$ cat config.mk
export PLATFORM = sky130hd
export DESIGN_NAME = pstat_trap_unit
export DESIGN_NICKNAME = d
export VERILOG_FILES = /design/src/rtl/pstat_pkg.sv /design/src/rtl/pstat_trap_arb.sv /design/src/rtl/pstat_entry_build.sv /design/src/rtl/pstat_field_merge.sv /design/src/rtl/pstat_trap_unit.sv
export SDC_FILE = /design/constraint.sdc
export NUM_CORES = 1
export LEC_CHECK = 0
export ABC_AREA = 1
export BUFFER_PORTS_ARGS = -buffer_cell sky130_fd_sc_hd__clkbuf_2
export CAP_MARGIN = 0
export CORE_ASPECT_RATIO = 1.2
export CORE_UTILIZATION = 35
export CTS_BUF_LIST = sky130_fd_sc_hd__clkbuf_16
export CTS_CLUSTER_SIZE = 10
export DETAILED_ROUTE_END_ITERATION = 7
export PLACE_DENSITY_LB_ADDON = 0.08
export REMOVE_ABC_BUFFERS = 1
export SLEW_MARGIN = 30
export SYNTH_ARGS = -nofsm -noshare
export SYNTH_HDL_FRONTEND = slang
export SYNTH_SLANG_ARGS = --single-unit
$ cat constraint.sdc
create_clock -name clk -period 2.95 [get_ports clk]
set_input_delay 0.59 -clock clk [delete_from_list [all_inputs] [get_ports clk]]
set_output_delay 0.59 -clock clk [all_outputs]
set_load 0.03 [all_outputs]
$ cat src/rtl/pstat_pkg.sv
package pstat_pkg;
  localparam int unsigned WORD_W  = 32;
  localparam int unsigned EXC_N   = 7;
  localparam int unsigned MODE_W  = 5;
  localparam int unsigned FIELD_N = WORD_W / 8;
  localparam int unsigned FLAG_FIELD = FIELD_N - 1;

  localparam int unsigned BIT_J = 24;
  localparam int unsigned BIT_I = 7;
  localparam int unsigned BIT_F = 6;
  localparam int unsigned BIT_T = 5;

  typedef logic [WORD_W-1:0] word_t;
  typedef logic [MODE_W-1:0] mode_t;

  typedef enum logic [2:0] {
    EXC_RESET = 3'd0,
    EXC_UNDEF = 3'd1,
    EXC_SWT   = 3'd2,
    EXC_FABT  = 3'd3,
    EXC_DABT  = 3'd4,
    EXC_IRQ   = 3'd5,
    EXC_FIQ   = 3'd6
  } exc_e;

  localparam mode_t MODE_USR = 5'b10000;
  localparam mode_t MODE_FIQ = 5'b10001;
  localparam mode_t MODE_IRQ = 5'b10010;
  localparam mode_t MODE_SVC = 5'b10011;
  localparam mode_t MODE_ABT = 5'b10111;
  localparam mode_t MODE_UND = 5'b11011;
  localparam mode_t MODE_SYS = 5'b11111;

  localparam word_t RESET_STATUS = 32'h0000_00D3;

  // rank 0 is the most urgent
  function automatic exc_e prio_at(input int unsigned rank);
    case (rank)
      0: prio_at = EXC_RESET;
      1: prio_at = EXC_DABT;
      2: prio_at = EXC_FIQ;
      3: prio_at = EXC_IRQ;
      4: prio_at = EXC_FABT;
      5: prio_at = EXC_UNDEF;
      default: prio_at = EXC_SWT;
    endcase
  endfunction

  // word slot inside the vector table (slot 5 is left unused)
  function automatic logic [2:0] vec_slot(input exc_e e);
    case (e)
      EXC_RESET: vec_slot = 3'd0;
      EXC_UNDEF: vec_slot = 3'd1;
      EXC_SWT:   vec_slot = 3'd2;
      EXC_FABT:  vec_slot = 3'd3;
      EXC_DABT:  vec_slot = 3'd4;
      EXC_IRQ:   vec_slot = 3'd6;
      default:   vec_slot = 3'd7;
    endcase
  endfunction

  function automatic mode_t target_mode(input exc_e e);
    case (e)
      EXC_RESET, EXC_SWT:  target_mode = MODE_SVC;
      EXC_UNDEF:           target_mode = MODE_UND;
      EXC_FABT, EXC_DABT:  target_mode = MODE_ABT;
      EXC_IRQ:             target_mode = MODE_IRQ;
      default:             target_mode = MODE_FIQ;
    endcase
  endfunction

  function automatic logic blocks_fast(input exc_e e);
    blocks_fast = (e == EXC_RESET) || (e == EXC_FIQ);
  endfunction
endpackage

$ cat src/rtl/pstat_trap_arb.sv
module pstat_trap_arb
  import pstat_pkg::*;
#(
  parameter int unsigned LINES = EXC_N
) (
  input  logic             clk,
  input  logic             rst_n,
  input  logic [LINES-1:0] req_i,
  input  logic             irq_off_i,
  input  logic             fiq_off_i,
  output logic             valid_o,
  output exc_e             id_o,
  output logic [LINES-1:0] grant_o
);
  logic [LINES-1:0] live;

  for (genvar i = 0; i < LINES; i++) begin : g_mask
    if (i == int'(EXC_IRQ)) begin : g_irq
      assign live[i] = req_i[i] & ~irq_off_i;
    end else if (i == int'(EXC_FIQ)) begin : g_fiq
      assign live[i] = req_i[i] & ~fiq_off_i;
    end else begin : g_plain
      assign live[i] = req_i[i];
    end
  end

  always_comb begin
    valid_o = 1'b0;
    id_o    = EXC_SWT;
    for (int r = int'(LINES) - 1; r >= 0; r--) begin
      if (live[prio_at(unsigned'(r))]) begin
        valid_o = 1'b1;
        id_o    = prio_at(unsigned'(r));
      end
    end
  end

  always_comb begin
    grant_o = '0;
    if (valid_o) grant_o[id_o] = 1'b1;
  end


  grant_single_chk: assert property (@(posedge clk) disable iff (!rst_n)
    $onehot0(grant_o));


  irq_blocked_chk: assert property (@(posedge clk) disable iff (!rst_n)
    irq_off_i |-> !grant_o[EXC_IRQ]);


  fiq_blocked_chk: assert property (@(posedge clk) disable iff (!rst_n)
    fiq_off_i |-> !grant_o[EXC_FIQ]);


  reset_first_chk: assert property (@(posedge clk) disable iff (!rst_n)
    req_i[EXC_RESET] |-> (valid_o && id_o == EXC_RESET));
endmodule

$ cat src/rtl/pstat_entry_build.sv
module pstat_entry_build
  import pstat_pkg::*;
#(
  parameter word_t LO_BASE = 32'h0000_0000,
  parameter word_t HI_BASE = 32'hFFFF_0000
) (
  input  word_t cur_i,
  input  exc_e  id_i,
  input  logic  hi_i,
  output word_t status_o,
  output word_t vec_o,
  output mode_t mode_o
);
  localparam int unsigned SLOT_SHIFT = 2;

  word_t base;
  word_t offset;

  assign base   = hi_i ? HI_BASE : LO_BASE;
  assign offset = word_t'(vec_slot(id_i)) << SLOT_SHIFT;
  assign vec_o  = base + offset;
  assign mode_o = target_mode(id_i);

  always_comb begin
    status_o        = cur_i;
    status_o[BIT_T] = 1'b0;
    status_o[BIT_J] = 1'b0;
    status_o[BIT_I] = 1'b1;
    if (blocks_fast(id_i)) status_o[BIT_F] = 1'b1;
    status_o[MODE_W-1:0] = mode_o;
  end
endmodule

$ cat src/rtl/pstat_field_merge.sv
module pstat_field_merge
  import pstat_pkg::*;
(
  input  word_t              cur_i,
  input  word_t              wr_i,
  input  logic [FIELD_N-1:0] mask_i,
  input  logic               priv_i,
  output word_t              next_o
);
  for (genvar b = 0; b < FIELD_N; b++) begin : g_field
    localparam bit IS_FLAG = (b == FLAG_FIELD);
    logic en;
    assign en = mask_i[b] & (priv_i | IS_FLAG);
    assign next_o[b*8 +: 8] = en ? wr_i[b*8 +: 8] : cur_i[b*8 +: 8];
  end
endmodule

$ cat src/rtl/pstat_trap_unit.sv
module pstat_trap_unit
  import pstat_pkg::*;
#(
  parameter logic [31:0] LO_BASE = 32'h0000_0000,
  parameter logic [31:0] HI_BASE = 32'hFFFF_0000
) (
  input  logic        clk,
  input  logic        rst_n,
  input  logic [6:0]  exc_req_i,
  input  logic        hi_vec_i,
  input  logic [31:0] pc_i,
  input  logic        ret_req_i,
  input  logic [31:0] ret_psr_i,
  input  logic [31:0] ret_addr_i,
  input  logic        mv_req_i,
  input  logic [3:0]  mv_mask_i,
  input  logic [31:0] mv_data_i,
  output logic [31:0] psr_o,
  output logic        entry_o,
  output logic        pc_load_o,
  output logic [31:0] next_pc_o,
  output logic [31:0] saved_psr_o,
  output logic [4:0]  save_mode_o,
  output logic [31:0] link_o,
  output logic [2:0]  exc_id_o
);
  word_t psr_q, npc_q, spsr_q, link_q;
  mode_t smode_q;
  exc_e  id_q;
  logic  entry_q, load_q;

  logic        take;
  exc_e        win_id;
  logic [EXC_N-1:0] grant;
  word_t       entry_status, entry_vec, move_status;
  mode_t       entry_mode;
  logic        priv;

  assign priv = (psr_q[MODE_W-1:0] != MODE_USR);

  pstat_trap_arb #(.LINES(EXC_N)) arb_i (
    .clk      (clk),
    .rst_n    (rst_n),
    .req_i    (exc_req_i),
    .irq_off_i(psr_q[BIT_I]),
    .fiq_off_i(psr_q[BIT_F]),
    .valid_o  (take),
    .id_o     (win_id),
    .grant_o  (grant)
  );

  pstat_entry_build #(.LO_BASE(LO_BASE), .HI_BASE(HI_BASE)) build_i (
    .cur_i   (psr_q),
    .id_i    (win_id),
    .hi_i    (hi_vec_i),
    .status_o(entry_status),
    .vec_o   (entry_vec),
    .mode_o  (entry_mode)
  );

  pstat_field_merge merge_i (
    .cur_i (psr_q),
    .wr_i  (mv_data_i),
    .mask_i(mv_mask_i),
    .priv_i(priv),
    .next_o(move_status)
  );

  always_ff @(posedge clk or negedge rst_n) begin
    if (!rst_n) begin
      psr_q   <= RESET_STATUS;
      entry_q <= 1'b0;
      load_q  <= 1'b0;
      npc_q   <= '0;
      spsr_q  <= '0;
      link_q  <= '0;
      smode_q <= '0;
      id_q    <= EXC_RESET;
    end else begin
      entry_q <= 1'b0;
      load_q  <= 1'b0;
      if (take) begin
        psr_q   <= entry_status;
        entry_q <= 1'b1;
        load_q  <= 1'b1;
        npc_q   <= entry_vec;
        spsr_q  <= psr_q;
        link_q  <= pc_i;
        smode_q <= entry_mode;
        id_q    <= win_id;
      end else if (ret_req_i) begin
        psr_q  <= ret_psr_i;
        load_q <= 1'b1;
        npc_q  <= ret_addr_i;
      end else if (mv_req_i) begin
        psr_q <= move_status;
      end
    end
  end

  assign psr_o       = psr_q;
  assign entry_o     = entry_q;
  assign pc_load_o   = load_q;
  assign next_pc_o   = npc_q;
  assign saved_psr_o = spsr_q;
  assign save_mode_o = smode_q;
  assign link_o      = link_q;
  assign exc_id_o    = id_q;


  entry_loads_pc_chk: assert property (@(posedge clk) disable iff (!rst_n)
    entry_q |-> load_q);


  entry_state_chk: assert property (@(posedge clk) disable iff (!rst_n)
    entry_q |-> (psr_q[BIT_I] && !psr_q[BIT_T] && !psr_q[BIT_J]
                 && psr_q[MODE_W-1:0] == smode_q));


  vec_align_chk: assert property (@(posedge clk) disable iff (!rst_n)
    entry_q |-> (npc_q[1:0] == 2'b00));


  user_move_chk: assert property (@(posedge clk) disable iff (!rst_n)
    (mv_req_i && !ret_req_i && exc_req_i == '0 && psr_q[MODE_W-1:0] == MODE_USR)
    |=> (psr_q[23:0] == $past(psr_q[23:0])));


  return_restore_chk: assert property (@(posedge clk) disable iff (!rst_n)
    (ret_req_i && exc_req_i == '0)
    |=> (psr_q == $past(ret_psr_i) && load_q && !entry_q && npc_q == $past(ret_addr_i)));
endmodule

; Word-level counts from Yosys, hierarchy flattened
; Index checks and enable logic that the tools add are counted.
[word_totals]
register_bits = 138
input_bits = 144
wordCells = 77
[op_classes]
add_sub_neg = 1
eq_ne = 8
mux = 29
bitwise = 8
reduce_logical = 18
[op_table]
columns = op, n
row1 = 32-bit 2-to-1 mux, 5
row2 = 32-bit by 5-bit adder with 32-bit output, 1
row3 = 8-bit 2-to-1 mux, 4
row4 = 25-bit 2-to-1 mux, 1
row5 = 3-bit case mux with 6 select lines, 1
row6 = 4-bit case mux with 4 select lines, 1
row7 = 3-bit 2-to-1 mux, 5
row8 = 3-bit AND reduction, 4
row9 = 1-bit 2-to-1 mux, 11
row10 = 2-bit nonzero test, 5
row11 = "3-bit equality test, second input constant", 3
row12 = 3-bit nonzero test, 3
row13 = "3-bit by 2-bit equality test with 1-bit output, second input constant", 2
row14 = 1-bit AND, 5
row15 = "5-bit != test, second input constant", 1
row16 = 2-bit AND reduction, 2
row17 = 2-bit OR reduction, 2
row18 = "3-bit by 1-bit equality test with 1-bit output, second input constant", 1
row19 = 3-bit zero test, 1
row20 = 1-bit inverter, 3
row21 = 2-bit 2-to-1 mux, 1
row22 = "2-bit by 1-bit != test with 1-bit output, second input constant", 1
row23 = 1-bit logical OR, 1

; Logic depth before layout (Yosys ltp)
[logic_depth]
depth_word = 10
ltp_mapped = 10

; Hierarchy
; A second synthesis with hierarchy kept.
[hier_totals]
cells_unflattened = 988
hier_area_um2 = 7342.0
[modules_own_cells]
columns = module, n_inst, cells_per_inst, area_per_inst_um2
row1 = pstat_trap_unit, 1, 765, 6138.4
row2 = pstat_entry_build, 1, 81, 543.0
row3 = pstat_field_merge, 1, 106, 501.7
row4 = pstat_trap_arb, 1, 36, 158.9

; Worst setup path after synthesis
; OpenSTA, ideal clock, no wires.
[synth_path]
path_type = in2reg
from = input exc_req_i[1]
to = register psr_q[13], in the netlist psr_o[13]
setup_ps = 122
t_arrival_ps = 1439
t_required_ps = 2828
setup_slack_ps = 1389
cell_stages = 9
path_cell_list = nor2_4 nand2_4 nor2_4 nand2_4 nor2_8 nand2_4 buf_6 nand2_1 o21ai_2
[synth_via]
elab_chain_len = 8
[synth_rtl]
columns = element, line
row1 = "start, declared", pstat_trap_unit.sv:9  ; input logic [6:0] exc_req_i,
row2 = 1-bit 2-to-1 mux (6 in series), pstat_trap_arb.sv:31  ; if (live[prio_at(unsigned'(r))]) begin
row3 = 1-bit inverter (no source line), n/a
row4 = 3-bit AND reduction (no source line), n/a
row5 = "end signal, assigned", pstat_trap_unit.sv:83  ; psr_q <= entry_status;
row6 = "end signal, assigned", pstat_trap_unit.sv:92  ; psr_q <= ret_psr_i;
row7 = "end signal, assigned", pstat_trap_unit.sv:96  ; psr_q <= move_status;
row8 = "end, declared", pstat_trap_unit.sv:27  ; word_t psr_q, npc_q, spsr_q, link_q;
; Every way passes these cells.
; A chain may end at the register's enable or synchronous reset.

; Worst setup path in the final report
[layout_path]
from = register psr_q[7], in the netlist psr_o[7]
to = register npc_q[17], in the netlist next_pc_o[17]
[layout_via]
elab_chain_len = 10
elab_cells_between_ends = 20
cone_classes = add/sub (1) / eq/ne (5) / mux (10) / bitwise (2) / reduce/logical (2)
[layout_rtl]
columns = element, line
row1 = 1-bit inverter (*), pstat_trap_arb.sv:19  ; assign live[i] = req_i[i] & ~irq_off_i;
row2 = 1-bit AND (*), pstat_trap_arb.sv:19
row3 = 3-bit 2-to-1 mux (4 in series), pstat_trap_arb.sv:31
row4 = 3-bit equality test (tied with other cells), pstat_pkg.sv:51  ; case (e)
row5 = 3-bit case mux with 6 select lines, pstat_pkg.sv:51
row6 = 32-bit by 5-bit adder with 32-bit output, pstat_entry_build.sv:21  ; assign vec_o = base + offset;
row7 = 32-bit 2-to-1 mux, pstat_trap_unit.sv:82  ; if (take) begin
row8 = "end signal, assigned", pstat_trap_unit.sv:86  ; npc_q <= entry_vec;
row9 = "end signal, assigned", pstat_trap_unit.sv:94  ; npc_q <= ret_addr_i;
row10 = "end, declared", pstat_trap_unit.sv:27
; Every way passes the cells marked *; elsewhere a longest branch is shown, timed or not.

==> summary.md <==
| Metric | Value |
|---|---|
| Largest net degree at the start of global routing | 54 |
| Die area | 0.0177 mm² |
| Resize count post-CTS | 0 |
| Reg clk slew, reported paths | 0.06 ns |
| Crit path launch type | flop |
| Total Power | 5710 µW |
| Worst Hold Class | in -> async |
| Most numerous cell in the Yosys netlist | nand2_1 |
| N_diodes | 0 |
| Initial antenna violation count | 0 |
| Setup Skew | 0.00722 ns |
| # setup viols final | 0 |
| Layout Utilization | 0.489 |
| Fin area | 0.00821 mm² |
| Synth top cells by count | nand2_1, dfrtp_1, nand3_1 |
| Worst-Skew Late Latency | 0.42 ns |
| Total GRT Usage | 0.193 |
| P&R area growth vs syn | 36.8% |
| CTS Hold Buffers Added | 0 |
| DP HPWL | 12100 µm |
| Post-DP Area | 0.00755 mm² |
| RR Endpoint | next_pc_o[17] |
| Tightest Pin Transition | 0.575 ns |
| Reg2reg start | psr_o[7] |
| Drt first-iter violations | 191 |
| Synth area leaders | dfrtp_1, nand2_1, mux2i_1 |
| Critical Path Fanout Max | 25 |
| Fillers | 1726 |
| Top FF cell, synth | dfrtp_1 |
| Peak Freq | 515 MHz |
| Share of layout cells above drive strength 1 | 0.380 |
| H-tree levels | 4 |
| Clock tree buffer depth | 2 |
| # IOs | 282 |
| Clock Sink Count | 138 |
| Reg2reg path depth | 7 |
| Final min period | 1.94 ns |
| CP Class | reg -> reg |
| Inserted Clock Buffers | 17 |
| Hold Fails Final Rpt | 0 |
| Vias per Instance | 4.45 |
| Arr. time, crit path | 2.21 ns |
| Tcrit/Tclk final | 0.658 |
| Core Box Area | 0.0168 mm² |
| Critical Path End Type | flop |
| Vias in the first global route | 5139 |
| Drt pass-1 iters | 4 |
| First-pass GRT wire length | 26100 µm |
| Top layer reached by signal wires | met4 |
| Gate Count Post-Synth | 677 |
| Yosys warns | 0 |
| Antenna Nets Post-Route | 0 |
| DR WL/cell | 13.8 µm |
| Syn_area_per_cell | 8.86 µm² |
| Leakage | 0.00463 µW |
| Die Wd | 122 µm |
| Unique masters post-synth | 27 |
| Die span in y | 145 µm |
| Initial Utilization | 0.357 |
| Vias | 5259 |
| RSZ-0062 raised after global routing | no |
| Worst VDD drop | 0.351 mV |
| Port bufs | 281 |
| CTS tree | built |
| Root Buffer | clkbuf_16 |
| Post-Syn Area | 0.00600 mm² |
| Pwr dens | 696 mW/mm² |
| Row cnt | 52 |
| FFs w/ async S/R, synth | 1.00 |
| Run status | finished clean |
| Grt total ovfl | 0 |
| CP required | 3.22 ns |
| EDFF count, synth | 0 |
| Final wirelength | 16300 µm |
| GP Congestion | 0.747 |
| WL met2 | 8070 µm |
| Sequential area share after synthesis | 0.577 |
| Post-synth top area share | 0.555 |
| Synth area leader | dfrtp_1 |
| Register bit total from synthesis | 138 |
| Residual DRC | 0 |
| DRT met1 WL | 6880 µm |
| R2R setup slack | 1.01 ns |
| Fin. max-slew vios | 0 |
| Post-CTS Setup Bufs | 0 |
| Setup_tns | 0 ns |
| Headroom to the max-slew limit | 0.616 |
| # Max-Cap Violations | 0 |
| Nets@finish | 1097 |
| Met3 wire length | 1080 µm |
[worst max path at each step]
stage | depth (start not counted) | endpoint | from
floorplan | 8 | next_pc_o[16] | psr_o[6]
global placement | 7 | next_pc_o[26] | exc_req_i[1]
detailed placement | 7 | next_pc_o[23] | exc_req_i[1]
CTS | 7 | next_pc_o[23] | psr_o[7]
global route | 7 | next_pc_o[26] | psr_o[7]
finish | 7 | next_pc_o[17] | psr_o[7]
[critical path: stages (launching register included)]
cell and delay [ns]:
dfstp_2 0.53, inv_2 0.05, nand2_2 0.10, nand2_4 0.10, nor2_4 0.11, nand2_4 0.24
nand2_1 0.50, nand3_1 0.15
[registers in the layout (all words and copies together) (netlist names)]
| register | count |
|---|---|
| link_o | 32 |
| next_pc_o | 32 |
| psr_o | 32 |
| saved_psr_o | 32 |
| save_mode_o | 5 |
| exc_id_o | 3 |
| entry_o | 1 |
| pc_load_o | 1 |
[power breakdown]
| part | internal [µW] | switching [µW] |
|---|---|---|
| clock | 1500 | 835 |
| sequential | 2110 | 132 |
| combinational | 337 | 794 |
[placed cells by master (no fill, tap or decap), drive strengths merged]
| cell | instances |
|---|---|
| nand2 | 366 |
| clkbuf | 297 |
| dfrtp | 133 |
| o21ai | 44 |
| inv | 29 |
| nand3 | 28 |
| nor2 | 17 |
| mux2i | 16 |
| buf | 12 |
| bufinv | 5 |
| dfstp | 5 |
| clkinv | 4 |
| nand4 | 2 |
| a21oi | 2 |
| clkinvlp | 2 |
| nand3b | 1 |
| o21a | 1 |
| or2 | 1 |
| mux2 | 1 |
[cell families after synthesis]
logic type             share of synthesized area
buffers and inverters                     0.0547
multiplexers                              0.0286
AO/OA/AOI/OAI                             0.0496
AND/OR/NAND/NOR                            0.290
flip-flops                                 0.577
[per-stage QoR]
step	worst slack (ns)	std cells	hold WS (ns)
floorplan	0.723	642	0.294
global placement	0.850	1150	0.451
detailed placement	0.850	1150	0.458
CTS	0.976	1182	0.0541
global route	0.862	1182	0.0582
finish	1.01	1182	0.0560
[routing by layer]
metal	vias up	track usage
met5	-	0
met4	0	0.0802
met3	18	0.0553
met2	191	0.324
met1	2398	0.229
li1	2652	-
[cell type report]
class,instances,area (µm²),share of cell area
Clock buffer,17,425,0.0518
Clock inverter,15,225,0.0274
Inverter,25,93.8,0.0114
Multi-Input combinational cell,479,2210,0.269
Sequential cell,138,3460,0.422
Tap cell,216,270,0.0329
Timing Repair Buffer,292,1520,0.185
(Power assumes the default switching activity.)
